<file path="config.mk">
export PLATFORM = sky130hd
export DESIGN_NAME = rfx_regfile_agu
export DESIGN_NICKNAME = d
export VERILOG_FILES = /design/src/rtl/rfx_pkg.sv /design/src/rtl/rfx_regbank.sv /design/src/rtl/rfx_lane.sv /design/src/rtl/rfx_agu.sv /design/src/rtl/rfx_regfile_agu.sv
export SDC_FILE = /design/constraint.sdc
export NUM_CORES = 1
export LEC_CHECK = 0
export ABC_AREA = 0
export BUFFER_PORTS_ARGS = -buffer_cell sky130_fd_sc_hd__buf_2
export CORE_UTILIZATION = 35
export CTS_CLUSTER_DIAMETER = 200
export CTS_CLUSTER_SIZE = 20
export DETAILED_ROUTE_END_ITERATION = 16
export GPL_TIMING_DRIVEN = 0
export HOLD_SLACK_MARGIN = 0.12
export PLACE_DENSITY_LB_ADDON = 0.2
export RECOVER_POWER = 50
export SLEW_MARGIN = 40
export SYNTH_ARGS = -nofsm -noshare
export SYNTH_HDL_FRONTEND = slang
export SYNTH_HIERARCHICAL = 1
export SYNTH_SLANG_ARGS = --single-unit
export TNS_END_PERCENT = 20
</file>
<file path="constraint.sdc">
create_clock -name clk -period 6.5 [get_ports clk]
set_input_delay 0 -clock clk [delete_from_list [all_inputs] [get_ports clk]]
set_output_delay 0 -clock clk [all_outputs]
set_load 0.05 [all_outputs]
</file>
<file path="src/rtl/rfx_pkg.sv">
package rfx_pkg;
  typedef enum logic [1:0] {
    IX_PLAIN = 2'd0,
    IX_POST  = 2'd1,
    IX_PRE   = 2'd2,
    IX_RSVD  = 2'd3
  } ix_mode_e;

  typedef enum logic [1:0] {
    LN_WORD = 2'd0,
    LN_LO   = 2'd1,
    LN_HI   = 2'd2,
    LN_RSVD = 2'd3
  } lane_e;
endpackage

</file>
<file path="src/rtl/rfx_regbank.sv">
module rfx_regbank #(
  parameter int unsigned NREG = 8,
  parameter int unsigned DW   = 16,
  localparam int unsigned AW  = $clog2(NREG),
  localparam int unsigned NB  = DW / 8
) (
  input  logic          clk,
  input  logic          rst,
  input  logic [AW-1:0] rsel_src,
  input  logic [AW-1:0] rsel_base,
  input  logic [AW-1:0] rsel_off,
  output logic [DW-1:0] rval_src,
  output logic [DW-1:0] rval_base,
  output logic [DW-1:0] rval_off,
  // port A: results, byte enables
  input  logic          pa_en,
  input  logic [AW-1:0] pa_sel,
  input  logic [NB-1:0] pa_be,
  input  logic [DW-1:0] pa_data,
  // port B: offset write-back, full word
  input  logic          pb_en,
  input  logic [AW-1:0] pb_sel,
  input  logic [DW-1:0] pb_data
);
  logic [DW-1:0] regs [NREG];

  function automatic logic [DW-1:0] fetch(input logic [AW-1:0] sel,
                                          input logic [DW-1:0] val);
    return (sel == '0) ? '0 : val;
  endfunction

  assign rval_src  = fetch(rsel_src,  regs[rsel_src]);
  assign rval_base = fetch(rsel_base, regs[rsel_base]);
  assign rval_off  = fetch(rsel_off,  regs[rsel_off]);

  always_ff @(posedge clk) begin
    if (rst) begin
      for (int i = 0; i < NREG; i++) regs[i] <= '0;
    end else begin
      for (int i = 1; i < NREG; i++) begin
        if (pa_en && pa_sel == AW'(i)) begin
          for (int b = 0; b < NB; b++)
            if (pa_be[b]) regs[i][b*8 +: 8] <= pa_data[b*8 +: 8];
        end else if (pb_en && pb_sel == AW'(i)) begin
          regs[i] <= pb_data;
        end
      end
    end
  end

  // the two ports never aim at the same register in one cycle
  p_ports_disjoint_r11: assert property (@(posedge clk) disable iff (rst)
    (pa_en && pb_en) |-> (pa_sel != pb_sel));
endmodule

</file>
<file path="src/rtl/rfx_lane.sv">
module rfx_lane #(
  parameter int unsigned DW = 16,
  localparam int unsigned NB = DW / 8
) (
  input  rfx_pkg::lane_e rd_lane,
  input  logic [DW-1:0]  rd_word,
  output logic [DW-1:0]  rd_out,
  input  rfx_pkg::lane_e wr_lane,
  input  logic [DW-1:0]  wr_val,
  output logic [DW-1:0]  wr_word,
  output logic [NB-1:0]  wr_be
);
  import rfx_pkg::*;

  function automatic logic [DW-1:0] pick(input lane_e ln, input logic [DW-1:0] w);
    case (ln)
      LN_LO:   return {{(DW-8){1'b0}}, w[7:0]};
      LN_HI:   return {{(DW-8){1'b0}}, w[DW-1 -: 8]};
      default: return w;
    endcase
  endfunction

  function automatic logic [DW-1:0] place(input lane_e ln, input logic [DW-1:0] v);
    case (ln)
      LN_LO:   return {{(DW-8){1'b0}}, v[7:0]};
      LN_HI:   return {v[7:0], {(DW-8){1'b0}}};
      default: return v;
    endcase
  endfunction

  function automatic logic [NB-1:0] enables(input lane_e ln);
    case (ln)
      LN_LO:   return NB'(1);
      LN_HI:   return NB'(1) << (NB - 1);
      default: return '1;
    endcase
  endfunction

  assign rd_out  = pick(rd_lane, rd_word);
  assign wr_word = place(wr_lane, wr_val);
  assign wr_be   = enables(wr_lane);
endmodule

</file>
<file path="src/rtl/rfx_agu.sv">
module rfx_agu #(
  parameter int unsigned DW = 16
) (
  input  logic             clk,
  input  logic             rst,
  input  logic             en,
  input  rfx_pkg::ix_mode_e mode,
  input  logic             is_word,
  input  logic             off_nz,
  input  logic [DW-1:0]    base,
  input  logic [DW-1:0]    off,
  output logic [DW-1:0]    ea,
  output logic [DW-1:0]    off_next,
  output logic             upd,
  output logic             misalign
);
  import rfx_pkg::*;

  function automatic logic [DW-1:0] step_of(input logic w);
    return w ? DW'(2) : DW'(1);
  endfunction

  function automatic logic [DW-1:0] stepped(input ix_mode_e m, input logic [DW-1:0] o,
                                            input logic [DW-1:0] s);
    case (m)
      IX_POST: return o + s;
      IX_PRE:  return o - s;
      default: return o;
    endcase
  endfunction

  logic          mode_upd;
  logic [DW-1:0] used_off;

  assign mode_upd = (mode == IX_POST) || (mode == IX_PRE);
  assign upd      = en && mode_upd && off_nz;
  assign off_next = stepped(mode, off, step_of(is_word));
  assign used_off = (mode == IX_PRE && off_nz) ? off_next : off;
  assign ea       = base + used_off;
  assign misalign = en && is_word && ea[0];

  // byte accesses are never flagged
  p_byte_aligned_r10: assert property (@(posedge clk) disable iff (rst)
    (en && !is_word) |-> !misalign);
endmodule

</file>
<file path="src/rtl/rfx_regfile_agu.sv">
module rfx_regfile_agu #(
  parameter int unsigned NREG = 8,
  parameter int unsigned DW   = 16,
  localparam int unsigned AW  = $clog2(NREG),
  localparam int unsigned NB  = DW / 8
) (
  input  logic          clk,
  input  logic          rst,
  input  logic [AW-1:0] src_sel,
  input  logic [1:0]    src_lane,
  output logic [DW-1:0] src_data,
  input  logic          res_we,
  input  logic [AW-1:0] res_sel,
  input  logic [1:0]    res_lane,
  input  logic [DW-1:0] res_data,
  input  logic          cc_upd_in,
  output logic          cc_upd_out,
  input  logic          idx_en,
  input  logic [1:0]    idx_mode,
  input  logic          idx_word,
  input  logic [AW-1:0] base_sel,
  input  logic [AW-1:0] off_sel,
  output logic [DW-1:0] ea,
  output logic          misalign,
  output logic          off_wb_fire
);
  import rfx_pkg::*;

  logic [DW-1:0] raw_src, raw_base, raw_off, off_next, res_word;
  logic [NB-1:0] res_be;
  logic          agu_upd, res_hits_off;

  assign cc_upd_out   = cc_upd_in;
  assign res_hits_off = res_we && (res_sel == off_sel);
  assign off_wb_fire  = agu_upd && !res_hits_off;

  rfx_lane #(.DW(DW)) u_lane (
    .rd_lane (lane_e'(src_lane)),
    .rd_word (raw_src),
    .rd_out  (src_data),
    .wr_lane (lane_e'(res_lane)),
    .wr_val  (res_data),
    .wr_word (res_word),
    .wr_be   (res_be)
  );

  rfx_agu #(.DW(DW)) u_agu (
    .clk      (clk),
    .rst      (rst),
    .en       (idx_en),
    .mode     (ix_mode_e'(idx_mode)),
    .is_word  (idx_word),
    .off_nz   (off_sel != '0),
    .base     (raw_base),
    .off      (raw_off),
    .ea       (ea),
    .off_next (off_next),
    .upd      (agu_upd),
    .misalign (misalign)
  );

  rfx_regbank #(.NREG(NREG), .DW(DW)) u_bank (
    .clk       (clk),
    .rst       (rst),
    .rsel_src  (src_sel),
    .rsel_base (base_sel),
    .rsel_off  (off_sel),
    .rval_src  (raw_src),
    .rval_base (raw_base),
    .rval_off  (raw_off),
    .pa_en     (res_we),
    .pa_sel    (res_sel),
    .pa_be     (res_be),
    .pa_data   (res_word),
    .pb_en     (off_wb_fire),
    .pb_sel    (off_sel),
    .pb_data   (off_next)
  );

  // register 0 reads as zero in every lane
  p_r0_reads_zero_r2: assert property (@(posedge clk) disable iff (rst)
    (src_sel == '0) |-> (src_data == '0));
  // offset register 0 never gets a write-back
  p_r0_offset_quiet_r9: assert property (@(posedge clk) disable iff (rst)
    (off_sel == '0) |-> !off_wb_fire);
  // loaded data wins over the offset update
  p_load_wins_r11: assert property (@(posedge clk) disable iff (rst)
    (idx_en && res_we && res_sel == off_sel) |-> !off_wb_fire);
  // flag enable passes through unchanged
  p_flag_follow_r12: assert property (@(posedge clk) disable iff (rst)
    (res_we && res_sel == '0) |-> (cc_upd_out == cc_upd_in));
endmodule

</file>
==> impl_metrics.csv, run 1 <==
group,metric,value,unit
drt,drt_iter0_markers,1362,
job,maxCapViolations,3,
critical_path,worstPathCellList,"buf_2 > clkbuf_1 > buf_4 > buf_4 > mux2i_1 > a221oi_1 > inv_1 > ha_1 > fa_1 > mux2i_1 > mux2_2 > ha_1 > a21oi_1 > o22ai_1 > o21a_1 > o31ai_1 > nand2b_1 > a21oi_1 > xnor2_1 > buf_2",
drt,dr.pass1.iters,7,
worst_hold_path,hold_path_class,"input port to register",
floorplan,die_w,174.6,µm
clock_network,tritoncts,"done",
sta,worst_pin_slew,1.555,ns
place,placed_cell_area,11350,µm²
logic_synthesis,yosysSeqAreaShare,32.25,%
sta,drv_slew,19,
critical_path,crit_path_max_fanout,10,
final_layout,top_register,"u_bank/regs",
sta,fin_crit,5.723,ns
clock_network,numCtsBuffers,9,
power,leakage,4.483,nW
place,routabilityCongestion,0.9387,
logic_synthesis,async_flop_share,0,%
sta,max_freq,174.7,MHz
sta,grt_setup_unrepaired,"false",
grt,grtUsageTotal,26.18,%
clock_network,cts_root_buffer,"clkbuf_16",
grt,antenna_found_initial,0,
grt,grt_max_degree,23,
sta,fin_skew,0.01438,ns
logic_synthesis,synthesis.nets,1148,
critical_path,startpoint_type,"input port",
logic_synthesis,synthesis.instances,1083,
drt,wl_per_cell,26.30,µm
drt,routed_wl,40860,µm
drt,vias_per_cell,6.304,
critical_path,worst_setup_path_end_kind,"primary output",
grt,grt_pass1_vias,9035,
final_layout,area_delta_synth_final,11.11,%
final_layout,antenna_cells,0,
floorplan,die-area,30490,µm²
final_layout,finalInstanceArea,11590,µm²
logic_synthesis,yosysTopAreaCell,"edfxtp_1",
critical_path,critical_path_arrival,5.72,ns
clock_network,worstSkewPairLatency,0.37,ns
run_status,failed_checks,"capacitance limit, slew limit",
place,port-buffer-count,69,
power,total_power,2.600,mW
floorplan,start_util,35.94,%
run_status,status,"finished, violations left",
logic_synthesis,synth.area.top_cells,"edfxtp_1 (32%), mux2i_1 (13%), a221oi_1 (7.6%)",
logic_synthesis,synth_cell_types,77,
final_layout,n_fill_cell,2975,
clock_network,clk_path_buf_depth,2,
place,dpl.hpwl,32370,µm
place,dpl_worst_slack,1.262,ns
final_layout,multi_input_area,6485,µm²
sta,fin_crit_sh,88.05,%
final_layout,drive_gt1_share,17.78,%
power,ir_drop,0.1244,mV
floorplan,io_pins,75,
clock_network,cts.repair.resized,0,
sta,relSlewSlack,-4.754,%
clock_network,clock-sinks,112,
logic_synthesis,avgSynthCellArea,9.628,µm²
critical_path,cp.required,6.50,ns
floorplan,die_height,174.6,µm
logic_synthesis,synthFlopType,"edfxtp_1",
sta,setup_viol,0,
logic_synthesis,synth.top_cell.area_share,32.25,%
clock_network,clk_pin_slew_worst_paths,0.09,ns
drt,ant_nets,0,
floorplan,core_area,29010,µm²
critical_path,worstSetupPathType,"input port to primary output",
critical_path,crit_family,"compound AO/OA/AOI/OAI gates",
logic_synthesis,synth_area,10430,µm²
sta,finalHoldViolCount,0,
critical_path,slowest_stage,"mux2i_1",
final_layout,top_regs,"u_bank/regs x112",
final_layout,largest_reg_flops,112,
logic_synthesis,ys_seq_elements,112,
logic_synthesis,synth_edf_count,112,
floorplan,rows,62,
final_layout,regArea,3363,µm²
power,p_per_area,224.4,nW/µm²
drt,vias,9797,
clock_network,htreeDepth,3,
grt,grt_pass1_wl,58990,µm
logic_synthesis,ys_warn_count,6,
critical_path,critPathBufInv,6,
sta,setup-tns-final,0,ns
clock_network,cts_hold_buf,0,
final_layout,finalNetCount,1230,
grt,grt-ovfl-total,0,
critical_path,slowest_delay,0.97,ns
clock_network,cts_setup_buffers,0,
sta,fin_ws,0.7768,ns
drt,drc,0,
tightest hold or removal path: stages:
cell	delay, ns
buf_2	0.10
nor2b_1	0.14
nand2b_1	0.09
mux2i_1	0.07
report_power, final:
part	leakage (nW)	internal [mW]	switching, mW
Clock	0.150	0.276	0.307
Combinational	3.17	0.340	0.774
Sequential	1.16	0.847	0.0549
layout by cell type, fill, tap and decap left out, drive strengths merged, types with 4 or more instances in the layout:
cell,count
a211o,5
a21oi,28
a221oi,92
a22o,16
a22oi,4
and2,15
and3b,4
buf,105
clkbuf,83
clkinv,5
edfxtp,112
ha,23
inv,20
mux2,47
mux2i,137
nand2,116
nand2b,36
nand3,7
nand3b,4
nand4,6
nor2,46
nor2b,25
nor3,5
o21a,6
o21ai,28
o22ai,83
o31a,5
or2,4
xnor2,24
xor2,29
layer usage:
metal	vias to the layer above	routed length [µm]	GRT usage, %
li1	4325	-	-
met1	4804	17660	37.09
met2	590	17420	38.84
met3	78	4271	5.483
met4	0	1508	10.04
met5	-	0	0
stage by stage:
stage          util, %  instances  hold slack [ns]
2_1_floorplan        -       1083           0.1671
3_3_place_gp     38.79       1536           0.3025
3_5_place_dp     39.13       1538           0.3045
4_1_cts          40.19       1554           0.1757
5_1_grt          39.93       1554           0.1885
6_report         39.93       1554           0.1832
synthesized netlist by cell type (3+ instances only):
| library cell | number |
|---|---|
| buf_4 | 16 |
| o22ai_1 | 72 |
| xnor2_1 | 24 |
| and2_2 | 8 |
| a221oi_1 | 91 |
| nor2_1 | 45 |
| nor2b_1 | 25 |
| a211oi_1 | 3 |
| nand2_1 | 116 |
| a31oi_1 | 3 |
| a211o_1 | 5 |
| a22oi_1 | 4 |
| o31a_1 | 4 |
| buf_6 | 6 |
| edfxtp_1 | 112 |
| nand4_1 | 6 |
| buf_1 | 5 |
| a21o_1 | 3 |
| o21a_1 | 6 |
| o21ai_0 | 23 |
| nor3_1 | 5 |
| nand2b_1 | 36 |
| ha_1 | 23 |
| nand4bb_1 | 3 |
| and2_1 | 7 |
| nand4b_1 | 3 |
| xor2_1 | 29 |
| nand3b_1 | 4 |
| a22o_1 | 16 |
| and3b_1 | 4 |
| clkbuf_1 | 44 |
| mux2i_1 | 137 |
| nand3_1 | 7 |
| or2_2 | 3 |
| inv_1 | 17 |
| o21ai_1 | 5 |
| buf_2 | 35 |
| o22ai_2 | 10 |
| a21oi_1 | 27 |
| mux2_2 | 47 |
area by class of cell:
type / instances / share of cell area [%]
multi-input combinational: 845 / 55.97
sequential: 112 / 29.03
tap: 384 / 4.147
buffer: 108 / 4.773
clock inverter: 7 / 0.7019
inverter: 18 / 0.5832
timing repair buffer: 71 / 2.851
clock buffer: 9 / 1.944
cells by family after synthesis:
group                    after synthesis  share of synthesized area (%)
AO/OA/AOI/OAI                        290                          21.01
XOR/XNOR                              53                          4.452
adder cells (fa/ha/maj)               25                          3.144
buffers and inverters                126                          6.131
flip-flops                           112                          32.25
multiplexers                         184                          18.23
AND/OR/NAND/NOR                      293                          14.78
final timing paths:
kind                                         from  cells past startpoint  slack, ns                              end
hold / removal                        res_data[2]                      4       0.18  u_bank/regs[7][2]$_SDFFCE_PP0P_
setup / recovery                       off_sel[0]                     20       0.78                           ea[13]
setup reg to reg  u_bank/regs[6][1]$_SDFFCE_PP0P_                     12       2.17  u_bank/regs[6][7]$_SDFFCE_PP0P_
hold reg to reg   u_bank/regs[4][0]$_SDFFCE_PN0P_                      6       1.38  u_bank/regs[4][0]$_SDFFCE_PN0P_
No activity file was read; power rests on OpenSTA's default activity.
==> inputs of run 2 (changes only) <==
- CELL_PAD_IN_SITES_DETAIL_PLACEMENT: not set -> 1
- CELL_PAD_IN_SITES_GLOBAL_PLACEMENT: not set -> 2
==> run 2 against run 1 <==
The flow now finishes without violations. Non-clock buffer count increased by 1. Wire length increased by 0.52%. Worst hold slack improved by 0.013 ns. Core utilization decreased by 0.37 points. Die area unchanged. Critical path depth unchanged. Cell count unchanged. Via count decreased by 4.7%. Flip-flop and latch count unchanged. Worst setup slack improved by 0.23 ns. Power decreased by 3.1%.
==> impl_metrics.csv, run 2 (synthesis results as in run 1) <==
group,metric,value,unit
run_status,status,"completed",
grt,grtUsageTotal,26.79,%
final_layout,n_fill_cell,3410,
grt,grt_pass1_wl,61110,µm
sta,setup_viol,0,
clock_network,cts.repair.resized,0,
clock_network,cts_setup_buffers,0,
sta,fin_crit_sh,84.46,%
place,port-buffer-count,69,
power,leakage,4.460,nW
critical_path,crit_family,"compound AO/OA/AOI/OAI gates",
critical_path,cp.required,6.50,ns
floorplan,io_pins,75,
clock_network,clk_pin_slew_worst_paths,0.08,ns
sta,drv_slew,0,
drt,vias_per_cell,6.007,
sta,max_freq,182.2,MHz
clock_network,tritoncts,"done",
critical_path,worstPathCellList,"mux2_2 > a221oi_1 > a221oi_1 > ha_1 > nor2b_1 > o311ai_1 > a21oi_1 > a31o_1 > a222oi_1 > nor2_1 > xor2_1 > ha_1 > nand2_1 > a211oi_1 > o21a_1 > o31ai_1 > a21oi_1 > nor2_1 > xnor2_1 > buf_2",
critical_path,worst_setup_path_end_kind,"primary output",
grt,antenna_found_initial,0,
sta,setup-tns-final,0,ns
grt,grt_pass1_vias,9448,
clock_network,cts_hold_buf,0,
clock_network,clock-sinks,112,
critical_path,critical_path_arrival,5.49,ns
worst_hold_path,hold_path_class,"input port to register",
floorplan,die_w,174.6,µm
final_layout,largest_reg_flops,112,
sta,finalHoldViolCount,0,
final_layout,top_register,"u_bank/regs",
drt,ant_nets,0,
drt,vias,9335,
clock_network,cts_root_buffer,"clkbuf_16",
critical_path,slowest_stage,"a221oi_1",
sta,fin_crit,5.490,ns
power,ir_drop,0.1286,mV
critical_path,crit_path_max_fanout,4,
clock_network,numCtsBuffers,9,
final_layout,finalNetCount,1231,
drt,routed_wl,41080,µm
place,routabilityCongestion,0.9156,
job,maxCapViolations,0,
final_layout,layout_commonest_cell,"mux2i_1",
sta,worst_pin_slew,1.272,ns
critical_path,slowest_delay,0.46,ns
sta,fin_skew,0.01169,ns
floorplan,core_area,29010,µm²
drt,wl_per_cell,26.43,µm
floorplan,rows,62,
critical_path,critPathBufInv,1,
drt,drc,0,
grt,grt_max_degree,19,
grt,grt-ovfl-total,0,
place,dpl.hpwl,34590,µm
drt,drt_iter0_markers,803,
drt,dr.pass1.iters,5,
floorplan,die-area,30490,µm²
clock_network,clk_path_buf_depth,2,
floorplan,die_height,174.6,µm
critical_path,startpoint_type,"register",
final_layout,top_regs,"u_bank/regs x112",
sta,relSlewSlack,14.33,%
final_layout,layout_common_cells,"mux2i_1 (137), nand2_1 (116), edfxtp_1 (112)",
critical_path,worstSetupPathType,"register to primary output",
clock_network,htreeDepth,3,
final_layout,drive_gt1_share,17.26,%
clock_network,worstSkewPairLatency,0.35,ns
power,p_per_area,219.5,nW/µm²
sta,grt_setup_unrepaired,"false",
final_layout,antenna_cells,0,
floorplan,start_util,35.94,%
sta,fin_hold_ws,0.1967,ns
final_layout,area_delta_synth_final,10.08,%
-- run 2: cell count changes in the layout (fill, tap and decap cells not counted), sizes merged --
cell,previous run,this run
inv,20,19
clkbuf,83,79
buf,105,110
-- run 2: final cells by class --
cell class	count	area (µm²)	area share [%]
clock buffer	9	225.2	1.962
inverter	18	67.56	0.5886
clock inverter	6	45.04	0.3924
multi-input combinational	845	6426	55.98
timing repair buffer	72	336.6	2.932
sequential	112	3363	29.30
buffer	108	534.3	4.654
tap	384	480.5	4.186
-- run 2: where the power goes --
| part | total [mW] | internal, mW | switching (mW) |
|---|---|---|---|
| registers | 0.911 | 0.847 | 0.0638 |
| clock network | 0.521 | 0.261 | 0.260 |
| logic | 1.09 | 0.338 | 0.750 |
| total | 2.52 | 1.45 | 1.07 |
-- run 2: worst paths after layout --
kind	startpoint	end	slack, ns	depth (start not counted)
max	u_bank/regs[3][1]$_SDFFCE_PN0P_	ea[15]	1.01	20
min	res_data[4]	u_bank/regs[6][4]$_SDFFCE_PP0P_	0.20	4
max reg2reg	u_bank/regs[3][1]$_SDFFCE_PN0P_	u_bank/regs[7][7]$_SDFFCE_PP0P_	2.11	13
min reg2reg	u_bank/regs[5][13]$_DFFE_PP_	u_bank/regs[3][13]$_SDFFCE_PN0P_	1.36	5
-- run 2: stage by stage --
step / utilization, % / worst slack [ns] / power (mW) / cell area, µm² / std cells
CTS: 39.81 / 1.113 / 2.527 / 11550 / 1554
floorplan: - / 1.933 / 1.687 / 10430 / 1083
global route: 39.56 / 0.7545 / 2.632 / 11480 / 1554
finish: 39.56 / 1.010 / 2.520 / 11480 / 1554
global placement: 38.79 / 1.022 / 1.995 / 11250 / 1536
detailed placement: 38.87 / 1.122 / 2.012 / 11280 / 1539
-- run 2: tightest hold or removal path, stage by stage --
cell	delay (ns)
buf_2	0.10
nor2b_1	0.13
nand2b_1	0.08
mux2i_1	0.07
-- run 2: per-layer routing --
layer	GRT usage (%)	wire length (µm)	up-vias	share of wire, %
met2	45.78	19400	269	47
li1	-	-	4328	-
met5	0	0	-	0
met3	1.393	1789	45	4.4
met1	36.76	18890	4693	46
met4	7.319	999	0	2.4
